**src/rtl/attr_div_pkg.sv**
```systemverilog
package attr_div_pkg;
  localparam int IDX_W   = 32;
  localparam int SHIFT_W = 5;
  localparam int XF_W    = 3;
  localparam int ODD_N   = 1 << XF_W;
  localparam int PROD_W  = 2 * IDX_W + 1;
  localparam int LG_W    = $clog2(XF_W + 2);

  typedef enum logic [1:0] {
    AM_LINEAR = 2'd0,
    AM_WRAP   = 2'd1,
    AM_SHR    = 2'd2,
    AM_MAGIC  = 2'd3
  } attr_mode_e;

  typedef struct packed {
    logic [PROD_W-1:0]  prod;
    logic [IDX_W-1:0]   idx;
    logic [IDX_W-1:0]   eff;
    attr_mode_e         mode;
    logic [SHIFT_W-1:0] sh;
    logic [XF_W-1:0]    xf;
    logic [LG_W-1:0]    lg;
  } s1_t;

  // ceil(log2) of the odd factor 2x+1
  function automatic logic [LG_W-1:0] odd_lg(input int unsigned x);
    return LG_W'($clog2(2 * x + 1));
  endfunction

  // Reciprocal of 2x+1 scaled by 2^(IDX_W+lg), rounded up: exact for all IDX_W-bit dividends
  function automatic logic [IDX_W:0] odd_recip(input int unsigned x);
    longint unsigned d, num;
    d   = 64'(2 * x + 1);
    num = 64'd1 << (IDX_W + $clog2(2 * x + 1));
    return (IDX_W + 1)'((num + d - 64'd1) / d);
  endfunction
endpackage

```
**src/rtl/attr_div_mul.sv**
```systemverilog
module attr_div_mul
  import attr_div_pkg::*;
(
  input  logic               clk,
  input  logic               ld,
  input  logic [IDX_W-1:0]   idx,
  input  logic [1:0]         mode,
  input  logic [SHIFT_W-1:0] sh,
  input  logic [XF_W-1:0]    xf,
  input  logic [IDX_W-1:0]   mult,
  output s1_t                q
);
  localparam logic [IDX_W-1:0] TOP_BIT = {1'b1, {(IDX_W-1){1'b0}}};

  logic [IDX_W:0]    recip_tab [ODD_N];
  logic [LG_W-1:0]   lg_tab    [ODD_N];

  for (genvar g = 0; g < ODD_N; g++) begin : g_odd
    assign recip_tab[g] = odd_recip(g);
    assign lg_tab[g]    = odd_lg(g);
  end

  attr_mode_e         m_e;
  logic [IDX_W-1:0]   eff;
  logic [IDX_W-1:0]   opa;
  logic [IDX_W:0]     opb;
  s1_t                nxt;

  assign m_e = attr_mode_e'(mode);
  assign eff = mult | TOP_BIT;

  always_comb begin
    unique case (m_e)
      AM_WRAP: begin
        opa = idx >> sh;
        opb = recip_tab[xf];
      end
      AM_MAGIC: begin
        opa = idx;
        opb = {1'b0, eff};
      end
      default: begin
        opa = idx;
        opb = '0;
      end
    endcase
  end

  always_comb begin
    nxt.prod = PROD_W'(opa) * PROD_W'(opb);
    nxt.idx  = idx;
    nxt.eff  = eff;
    nxt.mode = m_e;
    nxt.sh   = sh;
    nxt.xf   = xf;
    nxt.lg   = lg_tab[xf];
  end

  always_ff @(posedge clk) begin
    if (ld) q <= nxt;
  end
endmodule

```
**src/rtl/attr_div_fin.sv**
```systemverilog
module attr_div_fin
  import attr_div_pkg::*;
(
  input  logic             clk,
  input  logic             ld,
  input  s1_t              s,
  output logic [IDX_W-1:0] res
);
  localparam int DW = 2 * IDX_W;

  logic [DW-1:0]    corr;
  logic [IDX_W-1:0] hi;
  logic [IDX_W-1:0] quo;
  logic [XF_W:0]    odd;
  logic [IDX_W-1:0] wrap_res;
  logic [IDX_W-1:0] nxt;

  // Round-down: one extra multiplier added equals multiplying by index+1
  assign corr = (s.xf == XF_W'(1)) ? DW'(s.eff) : '0;
  assign hi   = IDX_W'((s.prod[DW-1:0] + corr) >> IDX_W);

  // Quotient by odd factor of the pre-shifted index
  assign quo  = IDX_W'(s.prod >> (IDX_W + int'(s.lg)));
  assign odd  = {s.xf, 1'b1};
  assign wrap_res = s.idx - IDX_W'((DW'(quo) * DW'(odd)) << s.sh);

  always_comb begin
    unique case (s.mode)
      AM_LINEAR: nxt = s.idx;
      AM_WRAP:   nxt = wrap_res;
      AM_SHR:    nxt = s.idx >> s.sh;
      default:   nxt = hi >> s.sh;
    endcase
  end

  always_ff @(posedge clk) begin
    if (ld) res <= nxt;
  end
endmodule

```
**src/rtl/attr_idx_divider.sv**
```systemverilog
module attr_idx_divider
  import attr_div_pkg::*;
(
  input  logic               clk,
  input  logic               rst_n,
  input  logic               in_valid,
  output logic               in_ready,
  input  logic [IDX_W-1:0]   in_index,
  input  logic [1:0]         in_mode,
  input  logic [SHIFT_W-1:0] in_shift,
  input  logic [XF_W-1:0]    in_xflags,
  input  logic [IDX_W-1:0]   in_mult,
  output logic               out_valid,
  input  logic               out_ready,
  output logic [IDX_W-1:0]   out_index
);
  logic s1_v, s2_v;
  logic s2_take;
  s1_t  s1_q;

  assign s2_take   = !s2_v || out_ready;
  assign in_ready  = !s1_v || s2_take;
  assign out_valid = s2_v;

  always_ff @(posedge clk) begin
    if (!rst_n) begin
      s1_v <= 1'b0;
      s2_v <= 1'b0;
    end else begin
      if (in_ready) s1_v <= in_valid;
      if (s2_take)  s2_v <= s1_v;
    end
  end

  attr_div_mul u_mul (
    .clk  (clk),
    .ld   (in_valid && in_ready),
    .idx  (in_index),
    .mode (in_mode),
    .sh   (in_shift),
    .xf   (in_xflags),
    .mult (in_mult),
    .q    (s1_q)
  );

  attr_div_fin u_fin (
    .clk (clk),
    .ld  (s1_v && s2_take),
    .s   (s1_q),
    .res (out_index)
  );
endmodule

```
**config.mk**
```make
export PLATFORM = sky130hd
export DESIGN_NAME = attr_idx_divider
export DESIGN_NICKNAME = d
export VERILOG_FILES = /design/src/rtl/attr_div_pkg.sv /design/src/rtl/attr_div_mul.sv /design/src/rtl/attr_div_fin.sv /design/src/rtl/attr_idx_divider.sv
export SDC_FILE = /design/constraint.sdc
export NUM_CORES = 2
export LEC_CHECK = 0
export BUFFER_PORTS_ARGS = -buffer_cell sky130_fd_sc_hd__buf_2
export CAP_MARGIN = 30
export CORE_MARGIN = 2
export CORE_UTILIZATION = 30
export CTS_BUF_LIST = sky130_fd_sc_hd__clkbuf_2
export DETAILED_ROUTE_END_ITERATION = 6
export HOLD_SLACK_MARGIN = 0.15
export MAX_ROUTING_LAYER = met4
export PLACE_DENSITY = 0.54
export SYNTH_ARGS = -nofsm -noshare
export SYNTH_HDL_FRONTEND = slang
export SYNTH_SLANG_ARGS = --single-unit
export TNS_END_PERCENT = 1
```
**constraint.sdc**
```tcl
create_clock -name clk -period 12 [get_ports clk]
set_clock_uncertainty 0.15 [all_clocks]
set_input_delay 0.6 -clock clk [delete_from_list [all_inputs] [get_ports clk]]
set_output_delay 0.6 -clock clk [all_outputs]
set_load 0.01 [all_outputs]
```
After elaboration in Yosys (flattened, before gate mapping)

Memories as Yosys holds them, arrays and structs flattened. A register that Yosys moved wholly into a read port is not among the register bits.
Index checks and enable logic that the tools add are counted.

RAM bits: 0
Output and inout bits: 34
Memory bits (read-only): 288
Latch bits: 0
Register bits: 172
Memories: 2

Memory list:

| name             | words | bits a word | read ports | clocked after memory_dff | write ports | RTL line           | source |
|---|---|---|---|---|---|---|---|
| (name not given) | 8     | 33          | 1          | 0                        | 0           | attr_div_mul.sv:36 | `opb = recip_tab[xf];` |
| (name not given) | 8     | 3           | 1          | 1                        | 0           | attr_div_mul.sv:56 | `nxt.lg = lg_tab[xf];` |

Reductions and logical operators: 7
Bitwise operators: 1
Multiplexer cells: 6
Equal/unequal tests: 5
Divide/modulo/power cells: 0
Add/subtract/negate cells: 3
Shifts and indexed selects: 5
Multipliers: 2
Magnitude comparators: 1

Operator list:

| operator                                                        | count |
|---|---|
| 32-bit case mux with 3 select lines                             | 1 |
| 32-bit by 5-bit right shift with 32-bit output                  | 3 |
| 33-bit two-way mux                                              | 2 |
| 33-bit case mux with 2 select lines                             | 1 |
| 32-bit by 33-bit multiplier with 65-bit output                  | 1 |
| 65-bit by 32-bit right shift with 32-bit output                 | 1 |
| 64-bit adder                                                    | 1 |
| 32-bit two-way mux                                              | 2 |
| 32-bit by 4-bit multiplier with 36-bit output                   | 1 |
| 36-bit by 5-bit << shifter with 32-bit output                   | 1 |
| 32-bit subtractor                                               | 1 |
| 6-bit by 3-bit adder with 7-bit output, first input constant    | 1 |
| 2-bit by 1-bit == test with 1-bit output, second input constant | 2 |
| 2-bit == test, second input constant                            | 2 |
| 4-bit greater-or-equal comparator, second input constant        | 1 |
| 3-bit inverter with 4-bit output                                | 1 |
| 3-bit by 1-bit == test with 1-bit output, second input constant | 1 |
| 1-bit logical AND                                               | 2 |
| 1-bit zero test                                                 | 2 |
| 2-bit zero test                                                 | 1 |
| 1-bit logical OR                                                | 2 |

Logic depth before layout (Yosys ltp)

Word-level depth: 6
Mapped depth: 43
Gate-level depth less buffers: 39

Modules after synthesis

A second synthesis with hierarchy kept.

Cells, all modules: 6185
Area total of the unflattened synthesis: 53687.7 um2

Modules (own cells, without submodules):

| module           | times used | cells an instance | area an instance (um2) |
|---|---|---|---|
| attr_div_mul     | 1          | 4376              | 40146.0 |
| attr_div_fin     | 1          | 1800              | 13437.9 |
| attr_idx_divider | 1          | 9                 | 103.8 |

Worst setup path after synthesis

Ideal clock, no wire load.

Path type: input -> register
From: input port in_shift[1]
To: register u_mul.q[139] in the netlist's numbering, data pin
Path buffers: 4
Setup slack: 1.380 ns
Library setup time: 0.265 ns
Arrival: 10.205 ns
Required time: 11.585 ns
Cell stages on the path: 39
Cells stage by stage: clkbuf_1 > clkbuf_1 > buf_2 > mux4_2 > mux2_2 > a21oi_1 > nor2_1 > a21oi_1 > nor2_1 > a21oi_1 > clkbuf_1 > nor2_1 > fa_1 > fa_1 > fa_1 > inv_1 > fa_1 > inv_1 > [3 not listed] > inv_1 > fa_1 > inv_1 > fa_1 > inv_1 > ha_1 > o21a_1 > o21a_1 > o21a_1 > o21ai_0 > o221ai_1 > o31a_1 > a31oi_1 > o311a_1 > o21ai_1 > a221oi_1 > o21ai_0 > xor2_1

RTL lines:

| what                 | RTL line               | source |
|---|---|---|
| start, declared      | attr_idx_divider.sv:10 | `input logic [SHIFT_W-1:0] in_shift,` |
| end signal, assigned | attr_div_mul.sv:60     | `if (ld) q <= nxt;` |
| end, declared        | attr_div_mul.sv:11     | `output s1_t q` |

==> metrics <==
grt met3 use=0.0339; I/O pin count=112; Worst Path Max Fanout=24; initial core utilization=0.302; first-pass GRT wire length=304 mm; ratio of final minimum period to clock period=0.960; final setup fails=0; Post-Syn Instances=6132; worst r2r dst=u_fin.res[30]; crit-path leading delay family=adder cells; Sink Count=175; Synth cell types=94; M1 GR Usage=0.295; DIE AREA=180000 um^2; Inserted Clock Buffers=17; antenna-violating nets left=0; GRT Util Overall=0.233; Hold Fails Final Rpt=0; slowest CP cell=a2111oi_1; CORE AREA=176000 um^2; Hold WC Path Type=primary input to register; Max Buffers Root-to-Sink=2; row count=between 150 and 200; routed len/inst=~24 um; RSZ-0062 raised after global routing=no; CTS tree=done; outcome=completed; Post-CTS Setup Bufs=0; CP Depth=42; largest net degree at the start of global routing=73; Syn. warnings=0; Post-synth ARST share=0; CP endpoint=u_mul.q[139]; Setup crit start=in_shift[2]; number of global-route vias before repair=46307; max incr delay on CP=about 780 ps; filler cell count=18479; Root Driver=clkbuf_2; vias=45007; share of layout cells above drive strength 1=0.0790; Cells after DPL=8437; FF+latch count, synth=175; # DRC=0; Clock transition at path regs=around 270 ps; Post-Layout Cell Count=8563; Syn Nets=7559; final wirelength=205 mm; commonest non-fill, non-tap cell in the layout=inv_1; FF-to-FF path depth=32; Hold Worst Slack=between 200 and 250 ps; total gr overflow=0; Max Cap Viol=0; Final Max Tran Viols=0; relative slew slack=0.271; detailed-route vias per instance=5.26; Crit Path Category=primary input to register; Setup crit end kind=register; sequential element share of the synthesized area=0.0986; Worst R2R Setup Slack=between 1500 and 2000 ps; Max H-tree Level=4; Crit path required time=between 10000 and 15000 ps; DP HPWL=~170 mm; initial antenna violation count=9; Startpoint Class=primary input; Period minus WS final=11520 ps; synthesized area=between 50000 and 60000 um^2; I/O Buffers=110; reg2reg start=u_mul.q[0]; gpl congestion=approximately 1; EDFF count, synth=173; fmax=slightly below 90 MHz; Buf/Inv on CP=14; syn_area_per_cell=8.66 um^2; busiest grt layer=met2; Slew @ Worst Pin=1090 ps; top_reg_cell synth=edfxtp_1; clock latency at the later pin of the worst-skew pair=1030 ps; nets=7629; met2 usage=0.366; commonest non-fill, non-tap cells in the layout=inv_1 (1046), fa_1 (984), nand2_1 (869); CP arrival=between 10000 and 15000 ps; first drt pass iteration count=5; Worst Hold Depth=2; most frequent CP cell=fa_1; DRT iter0 DRCs=roughly 4400; width of the die=roughly 420 um; Chip Height=around 420 um; Syn-to-layout area delta=9.43%
how the worst min path moves through the flow:
stage	slack, ps	from	endpoint
CTS	150	in_mode[1]	u_mul.q[12]
global placement	350	s1_v	out_valid
finish	250	in_mode[1]	u_mul.q[12]
detailed placement	390	s1_v	out_valid
floorplan	330	s1_v	out_valid
global route	180	in_mode[1]	u_mul.q[12]
worst reg2reg max path: cells and delay by family, from the launching register on:
kind | cells | cell delay, ps
and+or+nand+nor | 4 | 710
AOI/OAI and AO/OA | 18 | 4850
adders and majority gates | 4 | 1740
DFF | 1 | 1000
buffers and inverters | 2 | 520
muxes | 3 | 960
xor gates and xnor gates | 1 | 140
cell families after synthesis:
group | share of synthesized area
adders and majority gates | 0.457
muxes | 0.0553
and+or+nand+nor | 0.161
DFF | 0.0986
buffers and inverters | 0.0986
xor gates and xnor gates | 0.0207
AOI/OAI and AO/OA | 0.109
final cells by class:
| type | count | area [um^2] | area share |
|---|---|---|---|
| Multi-Input combinational cell | 4570 | 42800 | 0.736 |
| Sequential cell | 175 | 5240 | 0.0901 |
| Inverter | 1053 | 3950 | 0.0680 |
| Timing Repair Buffer | 385 | 2980 | 0.0513 |
| Tap cell | 2340 | 2930 | 0.0504 |
| Clock inverter | 15 | 153 | 0.00263 |
| Clock buffer | 17 | 85.1 | 0.00146 |
| Antenna cell | 8 | 20.0 | 0.000344 |
routing by layer:
metal  up-vias  wire length, um
li1      19712                -
met1     22908            83000
met2      1951            93400
met3       436            15800
met4         0            12400
met5         -                0
state kept, by name (all words and copies together), names as in the netlist:
| signal | flops |
|---|---|
| u_fin.res | 32 |
| u_mul.q | 141 |
| s1_v | 1 |
| out_valid | 1 |
metrics by stage:
step / cell area (um^2) / setup TNS (ps) / util / worst slack [ps]
final: 58100 / 0 / 0.330 / 482
after global routing: 58100 / 0 / 0.330 / 143
after CTS: 58000 / 0 / 0.330 / 488
after detailed placement: 57000 / -32.4 / 0.324 / -32.4
after global placement: 56900 / 0 / 0.323 / 8.41
after floorplan: 53100 / 0 / - / 1380
synthesized netlist by cell type (13+ instances only):
library cell,instances,share of area
xnor2_1,83,0.014
a21o_1,106,0.015
clkbuf_1,284,0.020
nand2b_1,50,0.0059
or3_1,16,0.0019
edfxtp_1,173,0.098
mux2i_1,132,0.025
or2_2,15,0.0018
a211oi_1,54,0.0076
o221ai_1,14,0.0023
nor2b_1,45,0.0053
xor2_1,40,0.0066
nor2_1,672,0.047
nand3_1,62,0.0058
o21bai_1,23,0.0033
o22ai_1,25,0.0029
o21a_1,36,0.0051
and2_1,83,0.0098
buf_2,13,0.0012
o21ai_1,13,0.0012
a21oi_1,274,0.026
nand4_1,30,0.0035
ha_1,365,0.086
and3_1,44,0.0052
nand2_1,870,0.061
inv_1,1047,0.074
fa_1,984,0.37
o211ai_1,31,0.0044
o31ai_1,19,0.0027
o21ai_0,119,0.011
nor3_1,42,0.0040
a31oi_1,29,0.0034
mux4_2,48,0.020
mux2_2,44,0.0093
buf_1,35,0.0025
repair_timing:
action | in CTS | in global routing
hold endpoints to repair | 78 | 5
gates resized for setup | 0 | 1
hold buffers | 82 | 1
setup endpoints to repair | 0 | 1
Power is left out: the tool's default activity adds up to more than one toggle a clock period on the data nets, which glitch-free logic cannot reach.
